`src/rtl/pps_pkg.sv`:
```
package pps_pkg;
    localparam int PPS_DW = 8;

    typedef struct packed {
        logic [PPS_DW-1:0] in_lat;
        logic [PPS_DW-1:0] out_lat;
        logic [PPS_DW-1:0] stage;
        logic              in_full;
        logic              out_full;
        logic              ovf;
        logic              irq_flag;
    } pps_state_t;
endpackage

```
`src/rtl/pps_sync.sv`:
```
module pps_sync #(
    parameter int   WIDTH   = 3,
    parameter int   STAGES  = 2,
    parameter logic RST_VAL = 1'b1
) (
    input  logic             clk,
    input  logic             rst_n,
    input  logic [WIDTH-1:0] async_i,
    output logic [WIDTH-1:0] sync_o
);
    logic [WIDTH-1:0] chain_q [STAGES];

    genvar g;
    generate
        for (g = 0; g < STAGES; g++) begin : g_stage
            always_ff @(posedge clk or negedge rst_n) begin
                if (!rst_n) chain_q[g] <= {WIDTH{RST_VAL}};
                else if (g == 0) chain_q[g] <= async_i;
                else chain_q[g] <= chain_q[(g == 0) ? 0 : g-1];
            end
        end
    endgenerate

    assign sync_o = chain_q[STAGES-1];
endmodule

```
`src/rtl/pps_xfer_detect.sv`:
```
module pps_xfer_detect #(
    parameter int DELAY = 2
) (
    input  logic clk,
    input  logic rst_n,
    input  logic act,
    output logic start,
    output logic done
);
    logic act_q;
    logic fall;
    logic [DELAY-1:0] pipe_q;

    assign start = act & ~act_q;
    assign fall  = ~act & act_q;

    always_ff @(posedge clk or negedge rst_n) begin
        if (!rst_n) act_q <= 1'b0;
        else act_q <= act;
    end

    generate
        if (DELAY == 1) begin : g_one
            always_ff @(posedge clk or negedge rst_n) begin
                if (!rst_n) pipe_q <= '0;
                else pipe_q <= fall;
            end
        end else begin : g_many
            always_ff @(posedge clk or negedge rst_n) begin
                if (!rst_n) pipe_q <= '0;
                else pipe_q <= {pipe_q[DELAY-2:0], fall};
            end
        end
    endgenerate

    assign done = pipe_q[DELAY-1];
endmodule

```
`src/rtl/pps_port.sv`:
```
module pps_port
    import pps_pkg::*;
#(
    parameter int SYNC_STAGES = 2,
    parameter int DONE_DELAY  = 2
) (
    input  logic              clk,
    input  logic              rst_n,
    input  logic              mode_en,
    input  logic              dir_out,
    input  logic              ext_cs_n,
    input  logic              ext_rd_n,
    input  logic              ext_wr_n,
    input  logic [PPS_DW-1:0] ext_data_in,
    output logic [PPS_DW-1:0] ext_data_out,
    output logic              ext_data_oe,
    input  logic              host_wr_out,
    input  logic [PPS_DW-1:0] host_wdata,
    input  logic              host_rd_in,
    output logic [PPS_DW-1:0] host_rdata,
    input  logic              ovf_clr,
    input  logic              irq_clr,
    input  logic              irq_en,
    output logic              in_full,
    output logic              out_full,
    output logic              ovf,
    output logic              irq_flag,
    output logic              irq
);
    localparam int STROBES = 3;

    pps_state_t st_d, st_q;
    logic [STROBES-1:0] strb_s;
    logic cs_s, rd_s, wr_s;
    logic act_wr, act_rd;
    logic wr_start, wr_done, rd_start, rd_done;

    pps_sync #(.WIDTH(STROBES), .STAGES(SYNC_STAGES), .RST_VAL(1'b1)) u_sync (
        .clk     (clk),
        .rst_n   (rst_n),
        .async_i ({ext_cs_n, ext_rd_n, ext_wr_n}),
        .sync_o  (strb_s)
    );

    assign {cs_s, rd_s, wr_s} = strb_s;
    assign act_wr = mode_en & ~cs_s & ~wr_s;
    assign act_rd = mode_en & ~cs_s & ~rd_s;

    pps_xfer_detect #(.DELAY(DONE_DELAY)) u_wr_det (
        .clk(clk), .rst_n(rst_n), .act(act_wr), .start(wr_start), .done(wr_done)
    );

    pps_xfer_detect #(.DELAY(DONE_DELAY)) u_rd_det (
        .clk(clk), .rst_n(rst_n), .act(act_rd), .start(rd_start), .done(rd_done)
    );

    always_comb begin
        st_d = st_q;
        // sample bus while the synchronized write is active
        if (act_wr) st_d.stage = ext_data_in;
        // clears first, sets afterwards so sets win
        if (host_rd_in) st_d.in_full  = 1'b0;
        if (ovf_clr)    st_d.ovf      = 1'b0;
        if (irq_clr)    st_d.irq_flag = 1'b0;
        if (rd_start)   st_d.out_full = 1'b0;
        if (host_wr_out) begin
            st_d.out_lat  = host_wdata;
            st_d.out_full = 1'b1;
        end
        if (wr_done) begin
            st_d.in_lat   = st_q.stage;
            st_d.in_full  = 1'b1;
            st_d.irq_flag = 1'b1;
            if (st_q.in_full) st_d.ovf = 1'b1;
        end
        if (rd_done) st_d.irq_flag = 1'b1;
        if (!mode_en) begin
            st_d.in_full  = 1'b0;
            st_d.out_full = 1'b0;
        end
    end

    always_ff @(posedge clk or negedge rst_n) begin
        if (!rst_n) st_q <= '0;
        else st_q <= st_d;
    end

    assign ext_data_out = st_q.out_lat;
    assign host_rdata   = st_q.in_lat;
    assign in_full      = st_q.in_full;
    assign out_full     = st_q.out_full;
    assign ovf          = st_q.ovf;
    assign irq_flag     = st_q.irq_flag;
    assign irq          = st_q.irq_flag & irq_en;
    assign ext_data_oe  = mode_en ? (~ext_cs_n & ~ext_rd_n) : dir_out;
endmodule

```
`config.mk`:
```
export PLATFORM = sky130hd
export DESIGN_NAME = pps_port
export DESIGN_NICKNAME = d
export VERILOG_FILES = /design/src/rtl/pps_pkg.sv /design/src/rtl/pps_sync.sv /design/src/rtl/pps_xfer_detect.sv /design/src/rtl/pps_port.sv
export SDC_FILE = /design/constraint.sdc
export NUM_CORES = 1
export LEC_CHECK = 0
export BUFFER_PORTS_ARGS = -buffer_cell sky130_fd_sc_hd__buf_4
export CAP_MARGIN = 20
export CELL_PAD_IN_SITES_DETAIL_PLACEMENT = 1
export CELL_PAD_IN_SITES_GLOBAL_PLACEMENT = 1
export CORE_MARGIN = 2
export CORE_UTILIZATION = 39
export DETAILED_ROUTE_END_ITERATION = 10
export PLACE_DENSITY_LB_ADDON = 0.3
export SLEW_MARGIN = 15
export SYNTH_ARGS = -nofsm -noshare
export SYNTH_HDL_FRONTEND = slang
export SYNTH_SLANG_ARGS = --single-unit
```
`constraint.sdc`:
```
create_clock -name clk -period 1.5 [get_ports clk]
set_input_delay 0.15 -clock clk [delete_from_list [all_inputs] [get_ports clk]]
set_output_delay 0.15 -clock clk [all_outputs]
set_load 0.01 [all_outputs]
```
==> impl_results.md, run 1 <==
* Status: finished, final reports clean
* Hold Path Depth at 2
* Die X at about 67 um
* Htree depth at 2
* CP Capture Type: primary output
* Initial antenna violation count at 0
* CP max FO at 2
* RSZ-0062 raised after global routing: false
* Synth unique cells at 17
* Worst VDD drop at 0.550 mV
* DRT Pass-1 Iters at 2
* Flop pwr share at 0.532
* Tcrit/Tclk final at 0.913
* Vias/cell at ~4.6
* First-pass GRT wire length at about 4600 um
* Cell taking the most area after synthesis: dfrtp_1
* Area Overhead vs Synth at 27.7%
* P_int at around 1.9 mW
* Pwr Total at around 2.5 mW
* Post-Route WL at 2640 um
* Finish-stage setup viols at 0
* Setup crit start kind: input port
* Syn Area/Cell at 15.2 um2
* Die area at approximately 0.0044 mm2
* Synth Net Count at between 100 and 150
* Synth Instances at ~100
* GRT Resource Usage Total at 0.144
* Final hold violations at 0
* Worst min path class: input port to register
* Final min period at approximately 1400 ps
* Top_reg_cell synth: dfrtp_1
* Dpl hpwl at 1960 um
* Setup slack, reg-to-reg at a little under 300 ps
* Reg2reg path depth at 3
* Setup TNS at 0 ps
* CTS tree: yes
* DP Area at approximately 0.0018 mm2
* Max Buffers Root-to-Sink at 2
* Rows at 22
* R2r startpoint: u_sync.sync_o[0]$_DFF_PN1_
* Reg-to-reg endpoint: st_q[7]$_DFFE_PN0P_
* Starting Density at 0.412
* Final-stage net count at between 150 and 200
* Vias in the first global route at between 900 and 1000
* Largest net degree at the start of global routing at between 40 and 50
* P_sw at 0.579 mW
* Routed length per placed instance at between 10 and 15 um
* Clk sink count at 40
* Drt first-iter violations at 32
* Worst-margin pin slew at 488 ps
* Fin Hold WS at around 62 ps
* Commonest cells post-synth: dfrtp_1 (34), mux2_2 (25), buf_4 (16), dfstp_2 (6)
* EDFF count, synth at 0
* Final Cell Area at about 0.0020 mm2
* DR vias at between 800 and 900
* Fmax at ~0.73 GHz
* Share of cells above drive strength 1 at 0.618
* Hold Path Sink: irq_flag$_DFFE_PN0P_
* Postcts setup bufs at 0
* Hold Startpoint: irq_clr
* N_diodes at 0
* Synth area leaders: dfrtp_1 (56%), mux2_2 (18%), dfstp_2 (10%)
* Flops & latches, synth at 40
* Die Ht at around 67 um
* Comb pwr share at 0.185
* Yosys warns at 0
* Total grt overflow at 0
* Clk_skew at about 3.4 ps
* Post-synth top area share at 0.556
* WS Path Type: input port to primary output
* Clock latency on the worst-skew pair at 280 ps
* Power Density at roughly 1300 mW/mm2
* Top-count cell post-synth: dfrtp_1
* Post-DRT Antenna Nets at 0
* Lkg Pwr at roughly 0.9 nW
* CTS Buf Count at 5
* Root buffer cell: clkbuf_8
* Port Buf Inserts at ~50
* Worst-path clk slew at around 70 ps
* CP arrival at between 1000 and 1500 ps
* RD Place Congestion at 0.621
* Core ar. at 0.00372 mm2
* I/O pin count at 50
* Switch share at 0.233
* Slew HR at 0.675
* Mapped cell area at between 0.0015 and 0.002 mm2
* Fraction of registers with async set/reset at 1.00
* DRC at 0
* Max-slew violations at 0
* Clock power share at 0.283
* Sequential-to-total area share from yosys stat at 0.659
* CP Data Required Time at between 1000 and 1500 ps
* Max-cap violations at 0
-- cell type report --
cell class	instances	area [um2]
well taps	48	60.1
clock buffers	8	90.1
inverters	2	7.51
flip-flops and latches	40	1010
fillers	382	1760
repair buffers	54	415
multi-input cells	40	373
-- state kept, by name, indices dropped and copies added (netlist names) --
name             flops
ovf                  1
u_rd_det.pipe_q      2
u_sync.sync_o        3
in_full              1
irq_flag             1
u_wr_det.act_q       1
u_rd_det.act_q       1
st_q                 8
ext_data_out         8
out_full             1
u_sync.chain_q       3
host_rdata           8
u_wr_det.pipe_q      2
-- layer usage --
metal,global-route usage,part of all wire,routed length [um],vias to the layer above
li1,-,-,-,401
met1,0.170,0.37,988,454
met2,0.241,0.55,1460,25
met3,0.0439,0.057,151,4
met4,0.0612,0.013,34,0
met5,0,0,0,-
-- critical path, stage by stage --
cell	delay, ps
dlygate4sd3_1	520
buf_4	110
nor2_1	40
mux2_2	260
buf_4	140
-- power by group through the flow --
stage                     Sequential, mW  Combinational (mW)  Clock [mW]
after floorplan                     1.32               0.340           0
after global placement              1.33               0.449           0
after detailed placement            1.35               0.463           0
after CTS                           1.33               0.471       0.730
after global routing                1.35               0.502       0.786
final                               1.32               0.460       0.703
-- cells by family (layout without fill, tap and decap cells) --
kind of cell | count (synthesis) | count (layout) | synth area share
AOI/OAI and AO/OA | 4 | 4 | 0.0147
DFF | 40 | 40 | 0.659
muxes | 25 | 25 | 0.184
and+or+nand+nor | 11 | 11 | 0.0450
buffers and inverters | 21 | 64 | 0.0973
-- what timing repair did --
action,4_1_cts,5_1_grt
hold endpoints to repair,37,0
endpoints found under the setup margin,0,0
hold buffers,4,0
resized for setup,0,0
-- cells in the final DEF, fill, tap and decap left out --
master	synthesis	layout
clkbuf_1	0	2
nor3b_1	1	1
dfstp_2	6	6
nor4_1	1	1
inv_1	2	2
nor2b_1	2	2
nand2_1	1	1
o21ai_0	3	3
and2_1	1	1
dfrtp_1	34	34
buf_4	16	50
dlygate4sd3_1	0	4
clkbuf_8	0	6
mux2_2	25	25
nor3b_2	1	1
and2b_2	1	1
nor2_1	3	3
o21a_1	1	1
-- worst max path at each step --
stage,start,to,cells after the start
finish,ext_cs_n,ext_data_oe,5
global route,ext_cs_n,ext_data_oe,5
CTS,ext_cs_n,ext_data_oe,5
detailed placement,u_sync.sync_o[2]$_DFF_PN1_,st_q[7]$_DFFE_PN0P_,3
global placement,u_sync.sync_o[0]$_DFF_PN1_,st_q[5]$_DFFE_PN0P_,3
floorplan,u_sync.sync_o[0]$_DFF_PN1_,st_q[10]$_DFFE_PN0P_,3
-- per-stage QoR --
stage / setup WS (ps) / util / cells
finish: 131 / 0.526 / 192
global placement: 334 / 0.491 / 180
global route: 78.5 / 0.526 / 192
floorplan: 384 / - / 101
CTS: 120 / 0.526 / 192
detailed placement: 293 / 0.491 / 180
Power figures use the tool's default switching activity.
==> run 2, diff against run 1 <==
Settings changed: RECOVER_POWER set to 50, REMOVE_ABC_BUFFERS set to 1.
==> run 2 against run 1 <==
  * Non-clock buffer count did not move
  * Core utilization stayed put
  * Final cell count down 0.52%
  * Wire length is 2.4% lower
  * Total power grew 0.87%
  * Via count fell by 1.2%
  * Final area unchanged
  * Worst hold slack better by 12 ps
  * Clock power up 3.4%
  * Sequential cell count stayed put
  * Global-route usage shrank 1.6 points
  * Largest cell class unchanged
==> impl_results.md, run 2 (synthesized netlist as in run 1, its figures left out) <==
* RSZ-0062 raised after global routing: false
* Die X at 66.6 um
* Postcts setup bufs at 0
* Post-Route WL at between 2000 and 3000 um
* Share of cells above drive strength 1 at 0.622
* WS Path Type: input port to primary output
* Htree depth at 2
* Routed length per placed instance at roughly 13 um
* First-pass GRT wire length at around 4200 um
* Setup crit start kind: input port
* # hold bufs at CTS at 4
* Pwr Total at roughly 2.5 mW
* CP max FO at 2
* N_diodes at 0
* Switch share at 0.227
* CTS resizes at 0
* Final-stage net count at 171
* P_int at 1.94 mW
* Rows at 22
* Post-DRT Antenna Nets at 0
* DRC at 0
* Slew HR at 0.370
* Worst-margin pin slew at between 900 and 1000 ps
* Hold Path Sink: ovf$_DFF_PN0_
* Comb pwr share at 0.183
* Critical path depth in cells at 5
* GRT Resource Usage Total at 0.128
* Worst Path Buf+Inv at 3
* Clock power share at 0.290
* Root buffer cell: clkbuf_8
* Total grt overflow at 0
* Vias in the first global route at around 900
* Worst-path clk slew at 70 ps
* Initial antenna violation count at 0
* Die Ht at 66.6 um
* Lkg Pwr at around 0.9 nW
* Pre-CTS setup slack at between 200 and 300 ps
* Finish-stage setup viols at 0
* DR vias at between 800 and 900
* Clock latency on the worst-skew pair at approximately 270 ps
* Commonest cells after routing, fill and taps aside: buf_4 (46), dfrtp_1 (34), mux2_2 (25)
* Reg2reg path depth at 3
* Core ar. at ~0.0037 mm2
* Max-cap violations at 0
* Tcrit/Tclk final at 0.920
* Max Buffers Root-to-Sink at 2
* CP Data Required Time at roughly 1400 ps
* Hold Path Depth at 2
* Setup TNS at 0 ps
* Reg-to-reg endpoint: st_q[5]$_DFFE_PN0P_
* Setup ws final at about 120 ps
* Post-route insts no fill at ~190
* Setup slack, reg-to-reg at about 290 ps
* Final core occ at 0.526
* CTS Buf Count at 5
* P_sw at 0.568 mW
* Largest net degree at the start of global routing at 41
* Largest stage delay, worst path at 530 ps
* Clk sink count at 40
* Vias/cell at ~4.6
* R2r startpoint: u_sync.sync_o[2]$_DFF_PN1_
* I/O pin count at 50
* DP Area at between 0.0015 and 0.002 mm2
* Worst VDD drop at between 0.6 and 0.7 mV
* Drt first-iter violations at 27
* Starting Density at 0.412
* Hold Startpoint: ovf_clr
* Fmax at just over 0.7 GHz
* Fin Hold WS at roughly 74 ps
* CP arrival at 1230 ps
* Worst path cell trace: dlygate4sd3_1 -> clkbuf_1 -> nor2_1 -> mux2_2 -> buf_4
* Final min period at ~1400 ps
* Flop pwr share at 0.527
* Critical-path top delay cell: dlygate4sd3_1
* Die area at ~0.0044 mm2
* Area Overhead vs Synth at 27.7%
* CP Capture Type: primary output
* CTS tree: yes
* Placed insts at 180
* Worst min path class: input port to register
* CP top delay family: buffers and inverters
* Clk_skew at ~2.1 ps
* Dpl hpwl at 1900 um
* Final hold violations at 0
* Status: finished, final reports clean
* Final Cell Area at 0.00195 mm2
* RD Place Congestion at around 0.62
* Max-slew violations at 0
* DRT Pass-1 Iters at 2
* Commonest non-fill, non-tap cell in the layout: buf_4
* Port Buf Inserts at 49
* Power Density at around 1300 mW/mm2
## run 2: final cells by class
type,count,area (um2)
timing repair buffer,54,409
clock buffer,7,96.3
sequential,40,1010
tap,48,60.1
multi-input combinational,40,373
fill,384,1760
inverter,2,7.51
## run 2: layer usage
| metal | part of all wire | global-route usage |
|---|---|---|
| met3 | 0.070 | 0.0389 |
| met1 | 0.40 | 0.147 |
| met2 | 0.52 | 0.220 |
| met4 | 0.0070 | 0.0536 |
| met5 | 0 | 0 |
## run 2: how the worst max path moves through the flow
| stage | end | start | slack [ps] |
|---|---|---|---|
| 2_1_floorplan | st_q[10]$_DFFE_PN0P_ | u_sync.sync_o[0]$_DFF_PN1_ | 190 |
| 3_3_place_gp | st_q[10]$_DFFE_PN0P_ | u_sync.sync_o[0]$_DFF_PN1_ | 340 |
| 3_5_place_dp | st_q[5]$_DFFE_PN0P_ | u_sync.sync_o[0]$_DFF_PN1_ | 280 |
| 6_report | ext_data_oe | ext_rd_n | 120 |
| 4_1_cts | ext_data_oe | ext_cs_n | 140 |
| 5_1_grt | ext_data_oe | ext_rd_n | 60 |
## run 2: power groups by stage
stage	registers [mW]	clock network (mW)	logic, mW
2_1_floorplan	1.38	0	0.145
3_3_place_gp	1.33	0	0.449
3_5_place_dp	1.35	0	0.463
4_1_cts	1.32	0.756	0.471
5_1_grt	1.34	0.801	0.500
6_report	1.32	0.727	0.458
